==> src/rtl/abd_pkg.sv <==
package abd_pkg;
  // bit times of the opening low run of a space: start bit plus five zero bits
  localparam int unsigned FIRST_LOW_BITS = 6;
  // half of FIRST_LOW_BITS, used to round the divide to nearest
  localparam int unsigned ROUND_ADD      = FIRST_LOW_BITS / 2;
  localparam logic        LINE_IDLE      = 1'b1;
endpackage

==> src/rtl/abd_sync.sv <==
module abd_sync #(
  parameter int unsigned STAGES = 2
) (
  input  logic clk,
  input  logic rst_n,
  input  logic d_async,
  output logic rise,
  output logic fall
);
  import abd_pkg::*;

  logic [STAGES-1:0] sh_q, sh_d;
  logic              prev_q;
  logic              level;

  assign level = sh_q[STAGES-1];

  generate
    if (STAGES == 1) begin : g_one
      assign sh_d = d_async;
    end else begin : g_many
      assign sh_d = {sh_q[STAGES-2:0], d_async};
    end
  endgenerate

  always_ff @(posedge clk or negedge rst_n) begin
    if (!rst_n) begin
      sh_q   <= {STAGES{LINE_IDLE}};
      prev_q <= LINE_IDLE;
    end else begin
      sh_q   <= sh_d;
      prev_q <= level;
    end
  end

  assign rise = level & ~prev_q;
  assign fall = ~level & prev_q;
endmodule

==> src/rtl/abd_run_ctr.sv <==
module abd_run_ctr #(
  parameter int unsigned CW = 20
) (
  input  logic          clk,
  input  logic          rst_n,
  input  logic          restart,
  output logic [CW-1:0] run_len
);
  logic [CW-1:0] cnt_q, cnt_d;
  logic          cnt_en;

  always_comb begin
    cnt_en = restart || (cnt_q != {CW{1'b1}});
    cnt_d  = restart ? CW'(1) : cnt_q + CW'(1);
  end

  always_ff @(posedge clk or negedge rst_n) begin
    if (!rst_n)      cnt_q <= '0;
    else if (cnt_en) cnt_q <= cnt_d;
  end

  assign run_len = cnt_q;
endmodule

==> src/rtl/abd_judge.sv <==
module abd_judge #(
  parameter int unsigned CW      = 20,
  parameter int unsigned DW      = 32,
  parameter int unsigned MIN_BIT = 4
) (
  input  logic [CW-1:0] low_a,
  input  logic [CW-1:0] high_b,
  input  logic [CW-1:0] low_c,
  output logic          accept,
  output logic [DW-1:0] div_new
);
  import abd_pkg::*;

  localparam int unsigned EW    = CW + 5;
  localparam int unsigned MIN_L = FIRST_LOW_BITS * MIN_BIT;

  logic [EW-1:0] a_x, h_x, c_x, a5, h24, c12, q;
  logic          long_enough, high_ok, low_ok;

  always_comb begin
    a_x = EW'(low_a);
    h_x = EW'(high_b);
    c_x = EW'(low_c);
    a5  = (a_x << 2) + a_x;
    h24 = (h_x << 4) + (h_x << 3);
    c12 = (c_x << 3) + (c_x << 2);
    long_enough = a_x >= EW'(MIN_L);
    high_ok     = ((h_x << 3) >= a_x) && (h24 <= a5);
    low_ok      = ((c_x << 2) >= a_x) && (c12 <= a5);
    accept      = long_enough && high_ok && low_ok;
    q           = (a_x + EW'(ROUND_ADD)) / EW'(FIRST_LOW_BITS);
    div_new     = DW'(q);
  end
endmodule

==> src/rtl/space_autobaud.sv <==
module space_autobaud #(
  parameter int unsigned CW      = 20,
  parameter int unsigned DW      = 32,
  parameter int unsigned MIN_BIT = 4,
  parameter int unsigned SYNC_N  = 2
) (
  input  logic          clk,
  input  logic          rst_n,
  input  logic          rx_async,
  output logic [DW-1:0] divisor,
  output logic          div_valid,
  output logic          div_update
);
  logic          rise, fall;
  logic [CW-1:0] run_len;
  logic          accept;
  logic [DW-1:0] div_new;

  logic [CW-1:0] low_a_q, low_a_d, high_b_q, high_b_d;
  logic [DW-1:0] div_q, div_d;
  logic          val_q, val_d, upd_q, upd_d;
  logic          take;

  abd_sync #(.STAGES(SYNC_N)) u_sync (
    .clk(clk), .rst_n(rst_n), .d_async(rx_async), .rise(rise), .fall(fall)
  );

  abd_run_ctr #(.CW(CW)) u_ctr (
    .clk(clk), .rst_n(rst_n), .restart(rise | fall), .run_len(run_len)
  );

  abd_judge #(.CW(CW), .DW(DW), .MIN_BIT(MIN_BIT)) u_judge (
    .low_a(low_a_q), .high_b(high_b_q), .low_c(run_len),
    .accept(accept), .div_new(div_new)
  );

  always_comb begin
    take     = rise & accept;
    low_a_d  = rise ? run_len : low_a_q;
    high_b_d = fall ? run_len : high_b_q;
    div_d    = take ? div_new : div_q;
    val_d    = val_q | take;
    upd_d    = take;
  end

  always_ff @(posedge clk or negedge rst_n) begin
    if (!rst_n) begin
      low_a_q  <= '0;
      high_b_q <= '0;
      div_q    <= '0;
      val_q    <= 1'b0;
      upd_q    <= 1'b0;
    end else begin
      if (rise) low_a_q  <= low_a_d;
      if (fall) high_b_q <= high_b_d;
      if (take) div_q    <= div_d;
      val_q <= val_d;
      upd_q <= upd_d;
    end
  end

  assign divisor    = div_q;
  assign div_valid  = val_q;
  assign div_update = upd_q;
endmodule

==> config.mk <==
export PLATFORM = sky130hd
export DESIGN_NAME = space_autobaud
export DESIGN_NICKNAME = d
export VERILOG_FILES = /design/src/rtl/abd_pkg.sv /design/src/rtl/abd_sync.sv /design/src/rtl/abd_run_ctr.sv /design/src/rtl/abd_judge.sv /design/src/rtl/space_autobaud.sv
export SDC_FILE = /design/constraint.sdc
export NUM_CORES = 1
export LEC_CHECK = 0
export BUFFER_PORTS_ARGS = -buffer_cell sky130_fd_sc_hd__buf_2
export CAP_MARGIN = 10
export CORE_UTILIZATION = 40
export CTS_CLUSTER_SIZE = 8
export DETAILED_ROUTE_END_ITERATION = 8
export GPL_ROUTABILITY_DRIVEN = 0
export GPL_TIMING_DRIVEN = 0
export PLACE_DENSITY_LB_ADDON = 0.3
export REMOVE_ABC_BUFFERS = 1
export SLEW_MARGIN = 20
export SYNTH_ARGS = -nofsm -noshare
export SYNTH_HDL_FRONTEND = slang
export SYNTH_SLANG_ARGS = --single-unit
==> constraint.sdc <==
create_clock -name clk -period 7.95 [get_ports clk]
set_clock_uncertainty 0.2 [all_clocks]
set_input_delay 1.59 -clock clk [delete_from_list [all_inputs] [get_ports clk]]
set_output_delay 1.59 -clock clk [all_outputs]
set_load 0.05 [all_outputs]
==> results of run 1 <==
-- power by group through the flow --
stage / Combinational (µW) / Clock (µW) / Sequential, µW
final: 455 / 475 / 474
after global routing: 509 / 506 / 477
after CTS: 454 / 492 / 475
after detailed placement: 448 / 0 / 483
after global placement: 436 / 0 / 482
after floorplan: 333 / 0 / 470
-- repair_timing --
| item | in CTS | in global routing |
|---|---|---|
| setup endpoints to repair | 20 | 19 |
| pin swaps | 0 | 1 |
| gates cloned | 0 | 1 |
| resized for setup | 4 | 6 |
| buffers inserted | 0 | 1 |
-- registers in the layout (all words and copies together), names as in the netlist --
| name | flops |
|---|---|
| u_sync.sh_q | 2 |
| u_ctr.run_len | 20 |
| low_a_q | 20 |
| high_b_q | 20 |
| divisor | 19 |
| div_valid | 1 |
| u_sync.prev_q | 1 |
| div_update | 1 |
-- through the flow --
| step | hold slack [ps] | power, µW | std cells |
|---|---|---|---|
| after detailed placement | 150 | 930 | 1497 |
| after global routing | 164 | 1490 | 1515 |
| final | 158 | 1400 | 1515 |
| after global placement | 147 | 918 | 1496 |
| after floorplan | 145 | 803 | 1149 |
| after CTS | 160 | 1420 | 1513 |
-- worst max-delay path, delay by kind of cell, from the launching register on --
| family | cells | cell delay (ps) |
|---|---|---|
| flops | 1 | 650 |
| buf+inv | 1 | 160 |
| fa+ha+maj | 1 | 500 |
| compound gates | 8 | 2960 |
| simple gates | 7 | 1950 |
| mux | 2 | 730 |
| xor+xnor | 1 | 190 |
-- cells by family (layout without fill, tap and decap cells) --
family / Yosys count / count (layout) / share of synthesized area, %
muxes: 34 / 34 / 3.76
and+or+nand+nor: 353 / 354 / 18.6
buffers and inverters: 114 / 111 / 4.99
other: 1 / 13 / 0.0377
xor gates and xnor gates: 107 / 107 / 9.55
AOI/OAI and AO/OA: 337 / 337 / 22.8
adders and majority gates: 151 / 151 / 19.1
DFF: 84 / 84 / 21.2
-- synthesized netlist by cell type (6+ instances only) --
| master | number |
|---|---|
| ha_1 | 144 |
| nand2_1 | 104 |
| xnor2_1 | 94 |
| a21oi_1 | 92 |
| dfrtp_1 | 81 |
| o21ai_0 | 79 |
| inv_1 | 67 |
| nor2_1 | 59 |
| o21bai_1 | 31 |
| nand3_1 | 30 |
| a21o_1 | 28 |
| mux2_2 | 26 |
| nor3_1 | 26 |
| clkbuf_1 | 22 |
| nand4_1 | 22 |
| and2_1 | 21 |
| o21a_1 | 20 |
| buf_4 | 17 |
| nand2b_1 | 17 |
| nor4_1 | 17 |
| nor2b_1 | 16 |
| xor2_1 | 12 |
| a31oi_1 | 8 |
| mux2i_1 | 7 |
| a41oi_1 | 6 |
-- cell type report --
cell class                 instances  area [µm²]
tap                              324         405
multi-input combinational        996        7470
inverter                          70         263
clock inverter                     6        86.3
clock buffer                      10         239
fill                            2426       13700
sequential                        84        2110
timing repair buffer              25         156
-- cells in the final DEF, fill, tap and decap left out, drive strengths merged, types with 19 or more instances in the layout --
master,netlist,final
ha,144,144
nand2,104,104
xnor2,94,94
a21oi,93,93
o21ai,83,83
dfrtp,81,81
inv,68,69
nor2,60,60
o21bai,31,31
nand3,30,31
a21o,28,28
nor3,28,28
mux2,27,27
buf,22,25
nand4,24,24
and2,21,21
o21a,20,20
nor4,19,19
-- path summary, 6_finish.rpt --
kind                                       endpoint  cells after the start  slack, ps                startpoint
setup / recovery             divisor[0]$_DFFE_PN0P_                     20        470    low_a_q[1]$_DFFE_PN0P_
hold / removal             u_sync.sh_q[1]$_DFF_PN1_                      0        160  u_sync.sh_q[0]$_DFF_PN1_
setup reg to reg             divisor[0]$_DFFE_PN0P_                     20        470    low_a_q[1]$_DFFE_PN0P_
hold reg to reg            u_sync.sh_q[1]$_DFF_PN1_                      0        160  u_sync.sh_q[0]$_DFF_PN1_
max in group asynchronous   u_sync.prev_q$_DFF_PN1_                      2       6060                     rst_n
min in group asynchronous    divisor[2]$_DFFE_PN0P_                      1        860                     rst_n
-- metal layers --
layer	global-route usage (%)	vias to the layer above	part of all wire, %
met4	6.86	0	2.9
met1	26.0	4055	47
met2	34.3	182	46
met5	0	-	0
li1	-	4303	-
met3	3.19	44	3.5
==> results.json, run 1 <==
{
  "clock_latency_ps": 360,
  "firstDrtPassIters": 4,
  "yosysSeqAreaShare_pct": 21.2,
  "crit_fanout": 17,
  "ys_types": 89,
  "utilization_pct": 44.0,
  "drt_wl_total_mm": 25.6,
  "drive_above_1_share_pct": 8.82,
  "hpwl_mm": 19.7,
  "netlist_area_mm2": 0.00995,
  "die_area_mm2": 0.0255,
  "syn2layout_area_growth_pct": 7.78,
  "cts_buffer_depth": 2,
  "intPower_uw": 927,
  "avgSynthCellArea_um2": 8.43,
  "drc": 0,
  "maxCapViolCount": 0,
  "grt_max_degree": 69,
  "wire_per_inst_um": 16.9,
  "tns_ps": 0,
  "cp_slowest_stage_delay_ps": 650,
  "drtIter0Drc": 462,
  "synth-seq-cells": 84,
  "cts_made_buffers": 9,
  "std_cell_rows": 57,
  "grt_pass1_vias": 8381,
  "cp.arrival_ps": 7510,
  "hold_buffers": 0,
  "worst_pin_slew_ps": 1420,
  "fmax_mhz": 134,
  "switchingPower_uw": 477,
  "leakage_uw": 0.00480,
  "nNetsFinal": 1336,
  "ant_nets": 0,
  "clockRootBuffer": "clkbuf_16",
  "synth_top_flop_cell": "dfrtp_1",
  "peakVddDrop_uv": 142,
  "place_ws_ps": -439,
  "p_comb_share_pct": 32.4,
  "worstPathCellList": "inv_1 > ha_1 > nand4b_1 > nor4_1 > nor2_1 > o21ai_0 > nand3b_1 > a41oi_4 > mux2i_1 > o211a_2 > o2111a_1 > or2_1 > nand3_1 > a22oi_4 > xnor2_1 > o211ai_4 > mux2_2 > and4_4 > a2111oi_2 > o21ai_1",
  "swShare_pct": 34.0,
  "min_period_over_period_pct": 94.1,
  "gr-usage-all-layers_pct": 20.2,
  "p_per_area_mw_per_mm2": 131,
  "initial_utilization_pct": 40.8,
  "crit_slowest_cell": "dfrtp_1",
  "place_area_mm2": 0.0103,
  "hp-class": "flip-flop to flip-flop",
  "setup_slack_ps": 466,
  "antenna_found_initial": 0,
  "cts.sinks": 84,
  "coreArea_mm2": 0.0244,
  "end_kind": "flip-flop",
  "critPathLaunchType": "flip-flop",
  "stdcell_area_mm2": 0.0107,
  "status": "complete, no violations",
  "io_pins": 37,
  "synth.largest_area_cell": "dfrtp_1",
  "netlist.area_leader.share_pct": 20.4,
  "rsz0062_at_grt": "false",
  "synth-edff-count": 0,
  "path_clk_slew_ps": 70,
  "synthCells": 1181,
  "hold_viol": 0,
  "vias_per_cell": 5.67,
  "die_h_um": 160,
  "relSlewSlack_pct": 4.25,
  "numPortBuffers": 23,
  "worst-setup-path-type": "flip-flop to flip-flop",
  "fp.dieW_um": 160,
  "worstPathRequired_ps": 7980,
  "drv_slew": 0,
  "ys_async_sr_fraction_pct": 100,
  "setup_viol": 0,
  "p_seq_share_pct": 33.8,
  "grt_pass1_wl_mm": 41.5,
  "cts-htree-levels": 3,
  "cts_tree": "yes",
  "overflow": 0,
  "yosysWarningCount": 0,
  "synthTopCellsByArea": "dfrtp_1, ha_1, xnor2_1",
  "vias": 8584,
  "diodes": 0,
  "clkPwrFrac_pct": 33.8,
  "period_needed_ps": 7480
}
Power figures use the tool's default switching activity.
==> run 2: changes to the inputs <==
--- a/config.mk
+++ b/config.mk
@@ -16,2 +16,3 @@
 export REMOVE_ABC_BUFFERS = 1
+export SETUP_SLACK_MARGIN = 0.5
 export SLEW_MARGIN = 20
==> constraint.sdc (replaced) <==
create_clock -name clk -period 8.14 [get_ports clk]
set_clock_uncertainty 0.2 [all_clocks]
set_input_delay 1.628 -clock clk [delete_from_list [all_inputs] [get_ports clk]]
set_output_delay 1.628 -clock clk [all_outputs]
set_load 0.02 [all_outputs]
==> results.json, run 2 (synthesized netlist as in run 1, its figures left out) <==
{
  "status": "finished with violations",
  "violations": "max-capacitance violations",
  "leakage_uw": 0.00481,
  "final_common_cell": "ha_1",
  "gr-usage-all-layers_pct": 20.2,
  "numPortBuffers": 23,
  "grt_pass1_vias": 8408,
  "cp.arrival_ps": 7230,
  "clockRootBuffer": "clkbuf_16",
  "drtIter0Drc": 477,
  "setup_viol": 0,
  "hold_buffers": 0,
  "grt_pass1_wl_mm": 41.6,
  "hp-class": "flip-flop to flip-flop",
  "maxCapViolCount": 1,
  "place_ws_ps": -249,
  "hold_viol": 0,
  "vias": 8605,
  "crit_fanout": 17,
  "setup_slack_ps": 945,
  "die_area_mm2": 0.0255,
  "min-delay-start": "u_sync.sh_q[0]$_DFF_PN1_",
  "fp.dieW_um": 160,
  "clock_latency_ps": 360,
  "rsz0062_at_grt": "false",
  "overflow": 0,
  "cts_buffer_depth": 2,
  "drc": 0,
  "die_h_um": 160,
  "drt_wl_total_mm": 25.7,
  "num-fill-cells": 2418,
  "r2r-start": "low_a_q[1]$_DFFE_PN0P_",
  "relSlewSlack_pct": 1.48,
  "worst_pin_slew_ps": 1460,
  "std_cell_rows": 57,
  "layout_common_cells": "ha_1, nand2_1, a21oi_1, xnor2_1, dfrtp_1",
  "grt_max_degree": 69,
  "period_needed_ps": 7190,
  "final_cell_count_no_fill": 1518,
  "cts_tree": "yes",
  "io_pins": 37,
  "placed_cells": 1497,
  "peakVddDrop_uv": 139,
  "initial_utilization_pct": 40.8,
  "coreArea_mm2": 0.0244,
  "drv_slew": 0,
  "multi_input_area_mm2": 0.00749,
  "min_period_over_period_pct": 88.4,
  "hpwl_mm": 19.7,
  "ant_nets": 0,
  "drive_above_1_share_pct": 9.30,
  "antenna_found_initial": 0,
  "worstPathRequired_ps": 8170,
  "nNetsFinal": 1339,
  "fmax_mhz": 139,
  "vias_per_cell": 5.67,
  "path_clk_slew_ps": 70,
  "critPathLaunchType": "flip-flop",
  "firstDrtPassIters": 4,
  "regArea_mm2": 0.00211,
  "wire_per_inst_um": 16.9,
  "worst-setup-path-type": "flip-flop to flip-flop",
  "cts-htree-levels": 3,
  "cts_made_buffers": 9,
  "syn2layout_area_growth_pct": 8.21,
  "diodes": 0,
  "cts.sinks": 84,
  "crit_start": "low_a_q[1]$_DFFE_PN0P_",
  "p_per_area_mw_per_mm2": 127,
  "utilization_pct": 44.2,
  "end_kind": "flip-flop"
}
==> run 2: changes by cell type in the layout (fill, tap and decap cells not counted), sizes merged <==
cell,delta
buf,+3
==> run 2: critical path, cell delays in order, from the launching register on <==
cell,delay (ps)
dfrtp_1,630
inv_1,150
ha_1,500
nand4b_1,350
nor4_2,350
nor2_1,130
o21ai_0,330
nand3b_1,180
a41oi_4,450
mux2i_1,330
o211a_2,470
o2111a_1,320
or2_1,350
nand3_1,240
a22oi_4,420
o21ai_2,170
or4_1,520
mux2_2,280
and4_4,190
a2111oi_2,390
o21ai_1,90
==> run 2: final cells by class <==
class                           instances  share of cell area [%]
Clock buffer                           10                    2.22
Clock inverter                          6                   0.802
Inverter                               70                    2.44
Multi-Input combinational cell        996                    69.6
Sequential cell                        84                    19.6
Tap cell                              324                    3.76
Timing Repair Buffer                   28                    1.66
==> run 2: routing by layer <==
| layer | vias to the layer above | global-route usage, % | share of wire, % |
|---|---|---|---|
| met5 | - | 0 | 0 |
| met4 | 0 | 6.99 | 2.9 |
| met3 | 47 | 3.19 | 3.5 |
| met2 | 184 | 34.4 | 46 |
| met1 | 4064 | 25.9 | 47 |
| li1 | 4310 | - | - |
==> run 2: timing repair <==
action	4_1_cts	5_1_grt
resized for setup	9	4
setup endpoints to repair	21	20
cloned	0	1
setup buffers	0	4
pin swaps	0	2
==> run 2: path summary, 6_finish.rpt <==
kind / depth (start not counted) / slack (ps) / endpoint
setup reg to reg: 20 / 950 / divisor[0]$_DFFE_PN0P_
min in group asynchronous: 1 / 900 / divisor[2]$_DFFE_PN0P_
setup / recovery: 20 / 950 / divisor[0]$_DFFE_PN0P_
hold / removal: 0 / 160 / u_sync.sh_q[1]$_DFF_PN1_
max in group asynchronous: 2 / 6220 / u_sync.prev_q$_DFF_PN1_
hold reg to reg: 0 / 160 / u_sync.sh_q[1]$_DFF_PN1_
==> run 2: metrics by stage <==
| step | area (µm²) | power, µW | hold WS (ps) | setup TNS (ps) |
|---|---|---|---|---|
| floorplan | 9760 | 777 | 145 | 0 |
| global placement | 10300 | 889 | 147 | -6690 |
| detailed placement | 10300 | 901 | 150 | -1340 |
| CTS | 10700 | 1380 | 160 | 0 |
| global route | 10800 | 1450 | 164 | 0 |
| finish | 10800 | 1370 | 158 | 0 |
==> run 2: where the power goes <==
| group | switching (µW) | total (µW) | internal (µW) |
|---|---|---|---|
| combinational | 242 | 441 | 198 |
| sequential | 33.1 | 463 | 430 |
| clock | 188 | 465 | 278 |
| total | 463 | 1370 | 906 |
